==> config.mk <==
export PLATFORM = sky130hd
export DESIGN_NAME = aclink_tx_framer
export DESIGN_NICKNAME = d
export VERILOG_FILES = /design/src/rtl/aclink_tx_pkg.sv /design/src/rtl/aclink_bit_timer.sv /design/src/rtl/aclink_cmd_tracker.sv /design/src/rtl/aclink_slot_mux.sv /design/src/rtl/aclink_tx_framer.sv
export SDC_FILE = /design/constraint.sdc
export NUM_CORES = 1
export LEC_CHECK = 0
export ABC_CLOCK_PERIOD_IN_PS = 2100
export CAP_MARGIN = 30
export CORE_ASPECT_RATIO = 1.5
export CORE_UTILIZATION = 49
export DETAILED_ROUTE_END_ITERATION = 10
export PLACE_DENSITY = 0.76
export REMOVE_ABC_BUFFERS = 1
export SETUP_SLACK_MARGIN = 0.15
export SLEW_MARGIN = 40
export SYNTH_ARGS = -nofsm -noshare
export SYNTH_HDL_FRONTEND = slang
export SYNTH_SLANG_ARGS = --single-unit
==> constraint.sdc <==
create_clock -name clk_i -period 2.1 [get_ports clk_i]
set_input_delay 0.63 -clock clk_i [delete_from_list [all_inputs] [get_ports clk_i]]
set_output_delay 0.63 -clock clk_i [all_outputs]
set_load 0.01 [all_outputs]
==> src/rtl/aclink_tx_pkg.sv <==
package aclink_tx_pkg;
  localparam int TAG_W     = 16;
  localparam int SLOT_W    = 20;
  localparam int NUM_SLOTS = 12;
  localparam int PCM_W     = 20;
  localparam int DAC_W     = 16;
  localparam int GPIO_W    = 16;
  localparam int ADDR_W    = 8;
  localparam int FRAME_W   = TAG_W + SLOT_W * NUM_SLOTS;

  localparam logic [ADDR_W-1:0] GPIO_ADDR_PRI = 8'h54;
  localparam logic [ADDR_W-1:0] GPIO_ADDR_SEC = 8'hD4;

  typedef enum logic [1:0] {
    MODE_2CH  = 2'b00,
    MODE_4CH  = 2'b01,
    MODE_6CH  = 2'b10,
    MODE_RSVD = 2'b11
  } chmode_e;
endpackage

==> src/rtl/aclink_bit_timer.sv <==
module aclink_bit_timer #(
  parameter int TAG_W     = 16,
  parameter int SLOT_W    = 20,
  parameter int NUM_SLOTS = 12
) (
  input  logic clk_i,
  input  logic rst_ni,
  output logic frame_start_o,
  output logic sync_o
);
  localparam int FRAME_W = TAG_W + SLOT_W * NUM_SLOTS;
  localparam int CNT_W   = $clog2(FRAME_W);
  localparam logic [CNT_W-1:0] LAST = CNT_W'(FRAME_W - 1);

  logic [CNT_W-1:0] cnt_q;

  // reset parks on the last bit so the first edge out of reset opens a frame
  always_ff @(posedge clk_i or negedge rst_ni) begin
    if (!rst_ni)           cnt_q <= LAST;
    else if (cnt_q == LAST) cnt_q <= '0;
    else                   cnt_q <= cnt_q + 1'b1;
  end

  assign frame_start_o = (cnt_q == LAST);
  assign sync_o        = (cnt_q < CNT_W'(TAG_W));

  assert_sync_rise_R1: assert property (@(posedge clk_i) disable iff (!rst_ni)
    frame_start_o |=> $rose(sync_o));
  assert_sync_len_R1: assert property (@(posedge clk_i) disable iff (!rst_ni)
    $fell(sync_o) |-> ($past(cnt_q) == CNT_W'(TAG_W - 1)));
endmodule

==> src/rtl/aclink_cmd_tracker.sv <==
module aclink_cmd_tracker #(
  parameter int ADDR_W = 8,
  parameter int GPIO_W = 16,
  parameter logic [ADDR_W-1:0] GPIO_PRI = 8'h54,
  parameter logic [ADDR_W-1:0] GPIO_SEC = 8'hD4
) (
  input  logic              clk_i,
  input  logic              rst_ni,
  input  logic              frame_start_i,
  input  logic              link_reset_i,
  input  logic              wr_i,
  input  logic [ADDR_W-1:0] wr_addr_i,
  input  logic [GPIO_W-1:0] wr_data_i,
  // view of the frame about to be loaded
  output logic              cmd_vld_o,
  output logic [ADDR_W-1:0] cmd_addr_o,
  output logic [GPIO_W-1:0] cmd_data_o,
  output logic              gpio_vld_o,
  output logic [GPIO_W-1:0] gpio_data_o
);
  logic              pend_vld_q;
  logic [ADDR_W-1:0] pend_addr_q;
  logic [GPIO_W-1:0] pend_data_q;
  logic              gpio_vld_q;
  logic [GPIO_W-1:0] gpio_q;
  logic              gpio_hit;

  // a write in the boundary cycle bypasses the pending register
  assign cmd_addr_o  = wr_i ? wr_addr_i : pend_addr_q;
  assign cmd_data_o  = wr_i ? wr_data_i : pend_data_q;
  assign cmd_vld_o   = !link_reset_i && (wr_i || pend_vld_q);
  assign gpio_hit    = cmd_vld_o && ((cmd_addr_o == GPIO_PRI) || (cmd_addr_o == GPIO_SEC));
  assign gpio_vld_o  = !link_reset_i && (gpio_hit || gpio_vld_q);
  assign gpio_data_o = gpio_hit ? cmd_data_o : gpio_q;

  always_ff @(posedge clk_i or negedge rst_ni) begin
    if (!rst_ni) begin
      pend_vld_q  <= 1'b0;
      pend_addr_q <= '0;
      pend_data_q <= '0;
      gpio_vld_q  <= 1'b0;
      gpio_q      <= '0;
    end else if (link_reset_i) begin
      pend_vld_q <= 1'b0;
      gpio_vld_q <= 1'b0;
    end else if (frame_start_i) begin
      pend_vld_q <= 1'b0;
      gpio_vld_q <= gpio_vld_o;
      if (gpio_hit) gpio_q <= cmd_data_o;
    end else if (wr_i) begin
      pend_vld_q  <= 1'b1;
      pend_addr_q <= wr_addr_i;
      pend_data_q <= wr_data_i;
    end
  end

  assert_gpio_hold_R8: assert property (@(posedge clk_i) disable iff (!rst_ni)
    $fell(gpio_vld_q) |-> $past(link_reset_i));
  assert_gpio_frame_edge_R8: assert property (@(posedge clk_i) disable iff (!rst_ni)
    !$stable(gpio_q) |-> $past(frame_start_i));
  assert_pend_drain_R7: assert property (@(posedge clk_i) disable iff (!rst_ni)
    frame_start_i |=> !pend_vld_q);
  assert_link_clear_R9: assert property (@(posedge clk_i) disable iff (!rst_ni)
    link_reset_i |=> (!gpio_vld_q && !pend_vld_q));
endmodule

==> src/rtl/aclink_slot_mux.sv <==
module aclink_slot_mux
  import aclink_tx_pkg::*;
#(
  parameter int TAG_W     = 16,
  parameter int SLOT_W    = 20,
  parameter int NUM_SLOTS = 12,
  parameter int PCM_W     = 20,
  parameter int DAC_W     = 16,
  parameter int GPIO_W    = 16,
  parameter int ADDR_W    = 8
) (
  input  chmode_e                                 mode_i,
  input  logic [PCM_W-1:0]                        pcm_l_i,
  input  logic [PCM_W-1:0]                        pcm_r_i,
  input  logic [PCM_W-1:0]                        pcm_c_i,
  input  logic [PCM_W-1:0]                        pcm_rl_i,
  input  logic [PCM_W-1:0]                        pcm_rr_i,
  input  logic [PCM_W-1:0]                        pcm_sw_i,
  input  logic [DAC_W-1:0]                        dac_i,
  input  logic                                    cmd_vld_i,
  input  logic [ADDR_W-1:0]                       cmd_addr_i,
  input  logic [GPIO_W-1:0]                       cmd_data_i,
  input  logic                                    gpio_vld_i,
  input  logic [GPIO_W-1:0]                       gpio_data_i,
  output logic [TAG_W+SLOT_W*NUM_SLOTS-1:0]       frame_o
);
  localparam int FRAME_W  = TAG_W + SLOT_W * NUM_SLOTS;
  localparam int TAG_LO_W = TAG_W - 1 - NUM_SLOTS;

  logic [SLOT_W-1:0]    slot_data [1:NUM_SLOTS];
  logic [NUM_SLOTS:1]   slot_vld;
  logic                 six_ch, four_up;

  assign six_ch  = (mode_i == MODE_6CH);
  assign four_up = six_ch || (mode_i == MODE_4CH);

  always_comb begin
    for (int s = 1; s <= NUM_SLOTS; s++) slot_data[s] = '0;
    slot_vld      = '0;
    slot_vld[1]   = cmd_vld_i;
    slot_data[1]  = {1'b0, cmd_addr_i[ADDR_W-2:0], {(SLOT_W-ADDR_W){1'b0}}};
    slot_vld[2]   = cmd_vld_i;
    slot_data[2]  = {cmd_data_i, {(SLOT_W-GPIO_W){1'b0}}};
    slot_vld[3]   = 1'b1;
    slot_data[3]  = pcm_l_i;
    slot_vld[4]   = 1'b1;
    slot_data[4]  = pcm_r_i;
    slot_vld[5]   = 1'b1;
    slot_data[5]  = {dac_i, {(SLOT_W-DAC_W){1'b0}}};
    slot_vld[6]   = six_ch;
    slot_data[6]  = pcm_c_i;
    slot_vld[7]   = four_up;
    slot_data[7]  = pcm_rl_i;
    slot_vld[8]   = four_up;
    slot_data[8]  = pcm_rr_i;
    slot_vld[9]   = six_ch;
    slot_data[9]  = pcm_sw_i;
    slot_vld[12]  = gpio_vld_i;
    slot_data[12] = {gpio_data_i, {(SLOT_W-GPIO_W){1'b0}}};
  end

  assign frame_o[FRAME_W-1] = 1'b1;
  assign frame_o[FRAME_W-TAG_W+TAG_LO_W-1:FRAME_W-TAG_W] =
    cmd_vld_i ? {{(TAG_LO_W-1){1'b0}}, cmd_addr_i[ADDR_W-1]} : '0;

  // invalid slots are zero-stuffed
  for (genvar s = 1; s <= NUM_SLOTS; s++) begin : g_slot
    assign frame_o[FRAME_W-1-s] = slot_vld[s];
    assign frame_o[FRAME_W-TAG_W-1-SLOT_W*(s-1) -: SLOT_W] =
      slot_vld[s] ? slot_data[s] : '0;
  end
endmodule

==> src/rtl/aclink_tx_framer.sv <==
module aclink_tx_framer
  import aclink_tx_pkg::*;
(
  input  logic              clk_i,
  input  logic              rst_ni,
  input  logic              link_reset_i,
  input  logic [1:0]        chan_mode_i,
  input  logic [PCM_W-1:0]  pcm_left_i,
  input  logic [PCM_W-1:0]  pcm_right_i,
  input  logic [PCM_W-1:0]  pcm_center_i,
  input  logic [PCM_W-1:0]  pcm_rear_left_i,
  input  logic [PCM_W-1:0]  pcm_rear_right_i,
  input  logic [PCM_W-1:0]  pcm_sub_i,
  input  logic [DAC_W-1:0]  modem_dac_i,
  input  logic              reg_wr_i,
  input  logic [ADDR_W-1:0] reg_addr_i,
  input  logic [GPIO_W-1:0] reg_wdata_i,
  output logic              sync_o,
  output logic              sdata_o
);
  localparam int S6_HI  = FRAME_W - TAG_W - 1 - SLOT_W * 5;
  localparam int S9_LO  = FRAME_W - TAG_W - SLOT_W * 9;
  localparam int S10_HI = FRAME_W - TAG_W - 1 - SLOT_W * 9;
  localparam int S11_LO = FRAME_W - TAG_W - SLOT_W * 11;

  logic               frame_start;
  logic               cmd_vld, gpio_vld;
  logic [ADDR_W-1:0]  cmd_addr;
  logic [GPIO_W-1:0]  cmd_data, gpio_data;
  logic [FRAME_W-1:0] frame_vec, shreg_q;
  chmode_e            mode;

  assign mode = chmode_e'(chan_mode_i);

  aclink_bit_timer #(.TAG_W(TAG_W), .SLOT_W(SLOT_W), .NUM_SLOTS(NUM_SLOTS)) u_timer (
    .clk_i, .rst_ni, .frame_start_o(frame_start), .sync_o
  );

  aclink_cmd_tracker #(
    .ADDR_W(ADDR_W), .GPIO_W(GPIO_W), .GPIO_PRI(GPIO_ADDR_PRI), .GPIO_SEC(GPIO_ADDR_SEC)
  ) u_cmd (
    .clk_i, .rst_ni,
    .frame_start_i(frame_start), .link_reset_i,
    .wr_i(reg_wr_i), .wr_addr_i(reg_addr_i), .wr_data_i(reg_wdata_i),
    .cmd_vld_o(cmd_vld), .cmd_addr_o(cmd_addr), .cmd_data_o(cmd_data),
    .gpio_vld_o(gpio_vld), .gpio_data_o(gpio_data)
  );

  aclink_slot_mux #(
    .TAG_W(TAG_W), .SLOT_W(SLOT_W), .NUM_SLOTS(NUM_SLOTS), .PCM_W(PCM_W),
    .DAC_W(DAC_W), .GPIO_W(GPIO_W), .ADDR_W(ADDR_W)
  ) u_mux (
    .mode_i(mode),
    .pcm_l_i(pcm_left_i), .pcm_r_i(pcm_right_i), .pcm_c_i(pcm_center_i),
    .pcm_rl_i(pcm_rear_left_i), .pcm_rr_i(pcm_rear_right_i), .pcm_sw_i(pcm_sub_i),
    .dac_i(modem_dac_i),
    .cmd_vld_i(cmd_vld), .cmd_addr_i(cmd_addr), .cmd_data_i(cmd_data),
    .gpio_vld_i(gpio_vld), .gpio_data_i(gpio_data),
    .frame_o(frame_vec)
  );

  always_ff @(posedge clk_i or negedge rst_ni) begin
    if (!rst_ni)          shreg_q <= '0;
    else if (frame_start) shreg_q <= frame_vec;
    else                  shreg_q <= {shreg_q[FRAME_W-2:0], 1'b0};
  end

  assign sdata_o = shreg_q[FRAME_W-1];

  assert_tag_frame_bit_R2: assert property (@(posedge clk_i) disable iff (!rst_ni)
    frame_start |=> shreg_q[FRAME_W-1]);
  assert_two_ch_zero_R4: assert property (@(posedge clk_i) disable iff (!rst_ni)
    (frame_start && (mode == MODE_2CH || mode == MODE_RSVD))
      |=> (shreg_q[S6_HI:S9_LO] == '0) && (shreg_q[FRAME_W-7:FRAME_W-10] == '0));
  assert_rsvd_zero_R6: assert property (@(posedge clk_i) disable iff (!rst_ni)
    frame_start |=> (shreg_q[S10_HI:S11_LO] == '0) && (shreg_q[FRAME_W-11:FRAME_W-12] == '0));
endmodule

==> summary.md, run 1 <==
| Metric | Value |
|---|---|
| CTS tree | `done` |
| Setup TNS | `0 ns` |
| Post-synth EDFFs | `0` |
| Setup CP Type | `reg -> out` |
| Ys async rst share | `100%` |
| Clock insertion delay at the later pin of the skew report | `between 0.5 and 0.6 ns` |
| Reg2Reg Setup Slack | `~0.18 ns` |
| WL/cell | `15.6 µm` |
| Vias in the first global route | `approximately 8.7k` |
| Hold_sp | `shreg_q[251]` |
| Area grow syn2layout | `32.9%` |
| Clock Skew | `approximately 0.0096 ns` |
| Max VDD drop | `~0.79 mV` |
| First-pass GRT wire length | `approximately 42000 µm` |
| Actual slew at the worst max-slew pin | `around 0.67 ns` |
| Ys flop type | `dfrtp_1` |
| Overall routed net length | `between 20000 and 30000 µm` |
| Cell Rows | `roughly 70` |
| Post-synth top area cell | `dfrtp_1` |
| Total clock sinks | `roughly 300` |
| Htree depth | `1` |
| Initial DRC count | `400` |
| Post-synthesis cell area | `between 0.01 and 0.015 mm²` |
| Post-synthesis register bit count | `slightly above 300` |
| Routed wl met3 | `approximately 750 µm` |
| Met1 WL | `around 11000 µm` |
| Initial core utilization | `50.2%` |
| Post-synth top area share | `63.6%` |
| Top achievable clock speed | `slightly below 0.5 GHz` |
| Clock Tree Root | `clkbuf_16` |
| Crit end category | `output port` |
| Global Route Usage Sum | `roughly a fifth` |
| Initial antenna violation count | `3` |
| Largest net degree at the start of global routing | `slightly above 100` |
| FF-to-FF Start | `u_timer.cnt_q[6]` |
| Data arrival, critical path | `1.43 ns` |
| DRC violations left | `0` |
| Worst slew margin | `55.5%` |
| DRT antenna net count | `0` |
| Hold slack | `~0.43 ns` |
| Reg clk slew, reported paths | `approximately 0.07 ns` |
| Worst-path fanout max | `4` |
| Via count | `approximately 8.3k` |
| Critical path buffers and inverters | `2` |
| Slowest stage cell on the critical path | `dfstp_2` |
| Fin util | `around 67%` |
| # IOs | `168` |
| Cell count after synthesis | `1109` |
| Status | `finished clean` |
| Min-Delay Path Class | `reg -> reg` |
| Cell variety after synth | `38` |
| Worst path top cell family by delay | `flip-flops` |
| Reg2Reg Depth | `7` |
| Final hold vios | `0` |
| Static leakage | `between 6 and 7 nW` |
| Crit start category | `flop` |
| RePlAce Congestion | `a little over 0.8` |
| Nets | `roughly 1.5k` |
| Worst Hold End | `shreg_q[252]` |
| WHS Path Cells | `1` |
| # setup viols final | `0` |
| CORE AREA | `around 0.023 mm²` |
| Layout cell share with drive strength beyond 1 | `about an eighth` |
| Clock Path Buffers | `3` |
| DR top layer | `met4` |
| Die width | `~130 µm` |
| Power Total | `~12 mW` |
| PortBufs | `about 170` |
| CP required | `between 1 and 1.5 ns` |
| Total CTS buffers | `29` |
| DR pass1 iterations | `4` |
| Largest stage delay, worst path | `a little over 0.6 ns` |
| Synthesis Warnings | `0` |
| Die area | `about 0.024 mm²` |
| Met2 Wirelength | `approximately 13000 µm` |
| Mean Syn Cell Area | `about 10 µm²` |
| Synth area leaders | `dfrtp_1, nand2_1, o21ai_1` |
| Final Critical Period | `between 2 and 2.5 ns` |
| Grt total ovfl | `0` |
| RR Endpoint | `shreg_q[218]` |
| Cell Pwr Density | `between 700 and 800 mW/mm²` |
| Critical path, cell by cell | `nor4_4 > buf_4 > buf_6` |
| Max-Cap Viols | `0` |
| DP HPWL | `15300 µm` |
| Die height | `approximately 190 µm` |
| Vias per std cell | `just over 5` |
| Unrepaired setup endpoints after global routing | `yes` |
| Fin. max-slew vios | `0` |
| Seq/Total Area, Yosys | `65.4%` |
| Fin crit share | `between 90% and 100%` |
[final cells by class]
type,count,area [µm²]
Multi-Input combinational cell,730,3830
Timing Repair Buffer,240,2560
Sequential cell,302,7570
Clock inverter,11,165
Inverter,3,15.0
Tap cell,315,394
Antenna cell,3,7.51
Clock buffer,41,821
Fill cell,1785,7690
[what timing repair did]
| item | in CTS | in global routing |
|---|---|---|
| hold endpoints to repair | 17 | 0 |
| buffers inserted | 8 | 4 |
| gates cloned | 2 | 5 |
| gates resized for setup | 22 | 39 |
| pin swaps | 3 | 10 |
| setup endpoints to repair | 146 | 173 |
| hold buffers | 1 | 0 |
[worst max path at each step]
stage | from | end | slack, ns | cells after the start
4_1_cts | u_timer.cnt_q[7] | sync_o | -0.0003 | 3
6_report | u_timer.cnt_q[4] | sync_o | 0.04 | 3
2_1_floorplan | u_timer.cnt_q[0] | u_cmd.pend_addr_q[0] | -4.09 | 6
3_3_place_gp | reg_wr_i | shreg_q[9] | -0.49 | 8
3_5_place_dp | reg_wr_i | shreg_q[9] | -0.58 | 7
5_1_grt | u_timer.cnt_q[7] | sync_o | -0.03 | 3
[cell usage after synthesis, types with 3 or more instances]
| cell type | count |
|---|---|
| mux2_2 | 8 |
| o21ai_1 | 98 |
| a21oi_1 | 21 |
| mux2i_1 | 23 |
| nand2_1 | 346 |
| nor2_1 | 21 |
| nor4_1 | 3 |
| nand2b_1 | 46 |
| buf_2 | 27 |
| dfstp_2 | 8 |
| clkbuf_1 | 46 |
| and2_1 | 65 |
| nand3_1 | 44 |
| dfrtp_1 | 294 |
| o311ai_1 | 15 |
| nand4_1 | 15 |
[worst reg2reg max path: stages, from the launching register on]
cell        delay, ns
dfstp_2          0.58
buf_6            0.12
clkinvlp_4       0.13
or3_4            0.46
buf_12           0.18
buf_16           0.20
nand2_1          0.09
o21ai_1          0.06
[kinds of logic (layout without fill, tap and decap cells)]
| kind of cell | after synthesis | after routing | share of synthesized area [%] |
|---|---|---|---|
| flops | 302 | 302 | 65.4 |
| other cells | 0 | 3 | 0 |
| mux | 31 | 31 | 2.77 |
| simple gates | 551 | 551 | 21.6 |
| fa+ha+maj | 2 | 2 | 0.216 |
| buf+inv | 77 | 295 | 2.86 |
| compound gates | 142 | 142 | 6.79 |
| xor+xnor | 4 | 4 | 0.303 |
[power by group]
part	total [mW]	leakage, nW	internal [mW]	switching [mW]
logic	0.799	3.09	0.457	0.343
clock network	5.36	0.482	3.21	2.15
registers	5.92	3.32	5.88	0.0400
total	12.1	6.89	9.55	2.53
[stage by stage]
stage | setup slack (ns) | instance area, µm² | std cells
after CTS | -0.000324 | 15100 | 1633
after detailed placement | -0.580 | 13900 | 1570
after global placement | -0.493 | 13900 | 1570
after global routing | -0.0254 | 15400 | 1645
after floorplan | -4.09 | 11200 | 1035
final | 0.0388 | 15400 | 1645
[flip-flops by register name (all words and copies together) (netlist names)]
| register | cells |
|---|---|
| shreg_q | 252 |
| u_timer.cnt_q | 8 |
| u_cmd.pend_data_q | 16 |
| u_cmd.pend_addr_q | 8 |
| u_cmd.gpio_vld_q | 1 |
| u_cmd.pend_vld_q | 1 |
| u_cmd.gpio_q | 16 |
[layer usage]
layer | up-vias | track usage (%)
met5 | - | 0
met4 | 0 | 7.65
met3 | 52 | 2.28
met2 | 160 | 38.9
met1 | 4110 | 26.2
li1 | 3991 | -
[cell usage in the layout, fill, tap and decap left out, types with 3 or more instances in the layout]
cell type / count
o21ai_1: 93
clkbuf_8: 5
nand4_1: 15
o21ai_2: 6
buf_16: 5
o311ai_2: 3
o311ai_1: 12
nand2_1: 331
diode_2: 3
clkinv_2: 4
mux2i_1: 23
bufinv_16: 4
clkdlybuf4s50_1: 163
nand2b_1: 46
buf_4: 45
clkbuf_1: 7
and2_1: 60
dfrtp_1: 294
clkbuf_16: 34
nand2_4: 4
a21oi_1: 20
buf_6: 8
nand2_2: 11
nor2_1: 20
nand3_1: 44
and2_4: 5
dfstp_2: 8
mux2_2: 8
buf_12: 10
Power figures use the tool's default switching activity.
==> run 2, diff against run 1 <==
- ABC_CLOCK_PERIOD_IN_PS: 2100 -> 2000
- CORE_UTILIZATION: 49 -> 54
- PLACE_DENSITY: 0.76 -> 0.79
- clock period: 2.1 -> 2 ns (I/O delays scaled with it)
==> run 2 against run 1 <==
Compared with the run above:
- the flow now finishes with violations (setup timing)
- design area grew 19%
- clock skew grew 0.022 ns
- power grew 7.1%
- clock-buffer cell count shrank 5
- final cell count grew 0.91%
- utilization grew 20 points
- via count grew 23%
- flip-flop and latch count is the same
- non-clock buffer count grew 59
- clock power grew 7.5%
- hold slack lost 0.079 ns
- die area shrank 9.1%
- largest power group unchanged
==> summary.md, run 2 (synthesized netlist as in run 1, its figures left out) <==
| Metric | Value |
|---|---|
| DRC violations left | `0 (unchanged)` |
| Worst slew margin | `49.5% (-6.0 points)` |
| Largest net degree at the start of global routing | `57 (-44%)` |
| Vias in the first global route | `8840 (+1.2%)` |
| Actual slew at the worst max-slew pin | `0.758 ns (+0.0900 ns)` |
| Grt total ovfl | `0 (unchanged)` |
| Setup TNS | `-2.57 ns (-2.57 ns)` |
| First-pass GRT wire length | `43100 µm (+3.5%)` |
| Clock Tree Root | `clkbuf_16` |
| WHS Path Cells | `2 (+1)` |
| FF-to-FF Start | `u_timer.cnt_q[2]` |
| Reg2Reg Setup Slack | `-0.24 ns (-0.42 ns)` |
| Initial core utilization | `55.1% (+5.0 points)` |
| Biggest regs | `shreg_q (252), u_cmd.gpio_q (16), u_cmd.pend_data_q (16)` |
| Most frequent cells in the layout | `dfrtp_1, clkdlybuf4s50_1, nand2_1` |
| Fillers | `864 (-52%)` |
| Placed Cells incl. Taps | `1511 (-3.8%)` |
| DP HPWL | `15100 µm (-1.6%)` |
| Overall routed net length | `45000 µm (+76%)` |
| Fin crit share | `112%` |
| Hold_sp | `reg_addr_i[2]` |
| Status | `finished with violations` |
| Min-Delay Path Class | `in -> reg` |
| Clock Path Buffers | `3 (unchanged)` |
| DRT antenna net count | `0 (unchanged)` |
| # setup viols final | `37 (+37)` |
| Die height | `181 µm (-4.7%)` |
| Clock insertion delay at the later pin of the skew report | `0.57 ns (+0.04 ns)` |
| Nets | `1535 (+4.1%)` |
| Worst-path fanout max | `6 (+2)` |
| Initial antenna violation count | `5 (+2)` |
| Final hold vios | `0 (unchanged)` |
| # IOs | `168 (unchanged)` |
| RR Endpoint | `shreg_q[188]` |
| Reg clk slew, reported paths | `0.08 ns (about the same)` |
| Slowest stage cell on the critical path | `dfstp_2` |
| Met1 Track Usage GR | `31.1% (+4.9 points)` |
| Reg2Reg Depth | `8 (+1)` |
| Worst path top cell family by delay | `simple AND/OR/NAND/NOR gates` |
| Total CTS buffers | `27 (-6.9%)` |
| Cell Pwr Density | `709 mW/mm² (-9.8%)` |
| Largest stage delay, worst path | `0.62 ns (about the same)` |
| Global Route Usage Sum | `24.7% (+3.3 points)` |
| Crit end category | `flop` |
| Met2 Track Usage GR | `42.6% (+3.8 points)` |
| PnR worst setup slack | `-0.239 ns (-0.278 ns)` |
| Static leakage | `7.94 nW (+15%)` |
| WL/cell | `27.1 µm (+74%)` |
| Die width | `122 µm (-4.7%)` |
| Via count | `10.2k (+23%)` |
| Total clock sinks | `302 (unchanged)` |
| Layout cell share with drive strength beyond 1 | `41.9% (+29 points)` |
| Unrepaired setup endpoints after global routing | `yes` |
| Worst Hold End | `u_cmd.pend_addr_q[2]` |
| Vias per std cell | `6.14 (+22%)` |
| Top reg by flops | `shreg_q` |
| Final Critical Period | `roughly 2.2 ns` |
| Setup CP Type | `reg -> reg` |
| Met3 Resource Use GR | `2.71% (+0.44 points)` |
| Top achievable clock speed | `0.447 GHz` |
| Die area | `0.0220 mm² (-9.1%)` |
| Critical path, cell by cell | `nand4_4 > buf_6 > nor3_4 > buf_6 > clkbuf_16 > clkbuf_16 > nand2_1 > nand2_2` |
| Post-Layout Cell Count | `1660 (+0.91%)` |
| Max-Cap Viols | `0 (unchanged)` |
| Area grow syn2layout | `57.7%` |
| Critical path buffers and inverters | `4 (+2)` |
| CP required | `2.49 ns (+1.02 ns)` |
| RePlAce Congestion | `0.819 (+0.91%)` |
| Htree depth | `1 (unchanged)` |
| Max VDD drop | `0.720 mV (-9.4%)` |
| Failing checks | `setup timing` |
| DR pass1 iterations | `6 (+2)` |
| Fin. max-slew vios | `0 (unchanged)` |
| Cell Rows | `65 (-4.4%)` |
| Layer with the highest usage | `met2` |
| CORE AREA | `0.0210 mm² (-9.0%)` |
| Initial DRC count | `902 (+130%)` |
| Clock Skew | `0.0320 ns (+0.0224 ns)` |
| CTS tree | `done` |
| Crit start category | `flop` |
| PortBufs | `167 (unchanged)` |
| Data arrival, critical path | `2.72 ns (+1.29 ns)` |
| Commonest non-fill, non-tap cell in the layout | `dfrtp_1` |
| Max reg flops | `252 (unchanged)` |
run 2: worst max path at each step:
stage                          start                   end  slack, ns  cells past startpoint
global route        u_timer.cnt_q[1]          shreg_q[188]      -0.25                      8
global placement       reg_addr_i[2]            shreg_q[4]      -0.31                      7
floorplan           u_timer.cnt_q[0]  u_cmd.pend_addr_q[0]      -4.19                      6
CTS                 u_timer.cnt_q[5]                sync_o      0.007                      2
finish              u_timer.cnt_q[2]          shreg_q[188]      -0.24                      8
detailed placement     reg_addr_i[2]            shreg_q[4]      -0.41                      7
run 2: worst register-to-register path, stage by stage, from the launching register on:
cell and delay (ns):
dfstp_2 0.62, nand4_4 0.16, buf_6 0.15, nor3_4 0.25
buf_6 0.19, clkbuf_16 0.17, clkbuf_16 0.16, nand2_1 0.21
nand2_2 0.24
run 2: repair_timing:
item                       in CTS  in global routing
pin swaps                       6                276
hold buffers                    1                  0
hold endpoints to repair       35                  0
setup buffers                   9                 18
resized for setup              32                527
gates cloned                    9                 58
setup endpoints to repair     237                271
run 2: final cells by class:
cell class,instances,area (µm²),area share (%)
flip-flops and latches,302,7570,41.5
multi-input cells,734,5480,30.0
repair buffers,299,3870,21.2
clock buffers,36,779,4.27
well taps,268,335,1.84
clock inverters,14,189,1.04
inverters,3,13.8,0.0755
diodes,4,10.0,0.0549
run 2: power by group:
group          switching [mW]  internal, mW  total, mW
logic                   0.458         0.489      0.946
registers              0.0501          6.17       6.22
clock network            2.49          3.27       5.76
run 2: stage by stage:
stage	util, %	total power [mW]	setup WS (ns)	hold WS (ns)	area, µm²
2_1_floorplan	-	6.53	-4.19	0.304	11200
3_3_place_gp	65.5	7.13	-0.307	0.415	13800
3_5_place_dp	65.5	7.15	-0.413	0.429	13800
4_1_cts	72.1	12.7	0.00745	0.440	15100
5_1_grt	86.9	13.2	-0.247	0.370	18200
6_report	86.9	12.9	-0.239	0.350	18200
run 2: per-layer routing:
metal	vias up	part of all wire (%)
li1	4158	-
met5	-	0.029
met4	2	7.5
met2	649	50
met1	5145	35
met3	245	7.9
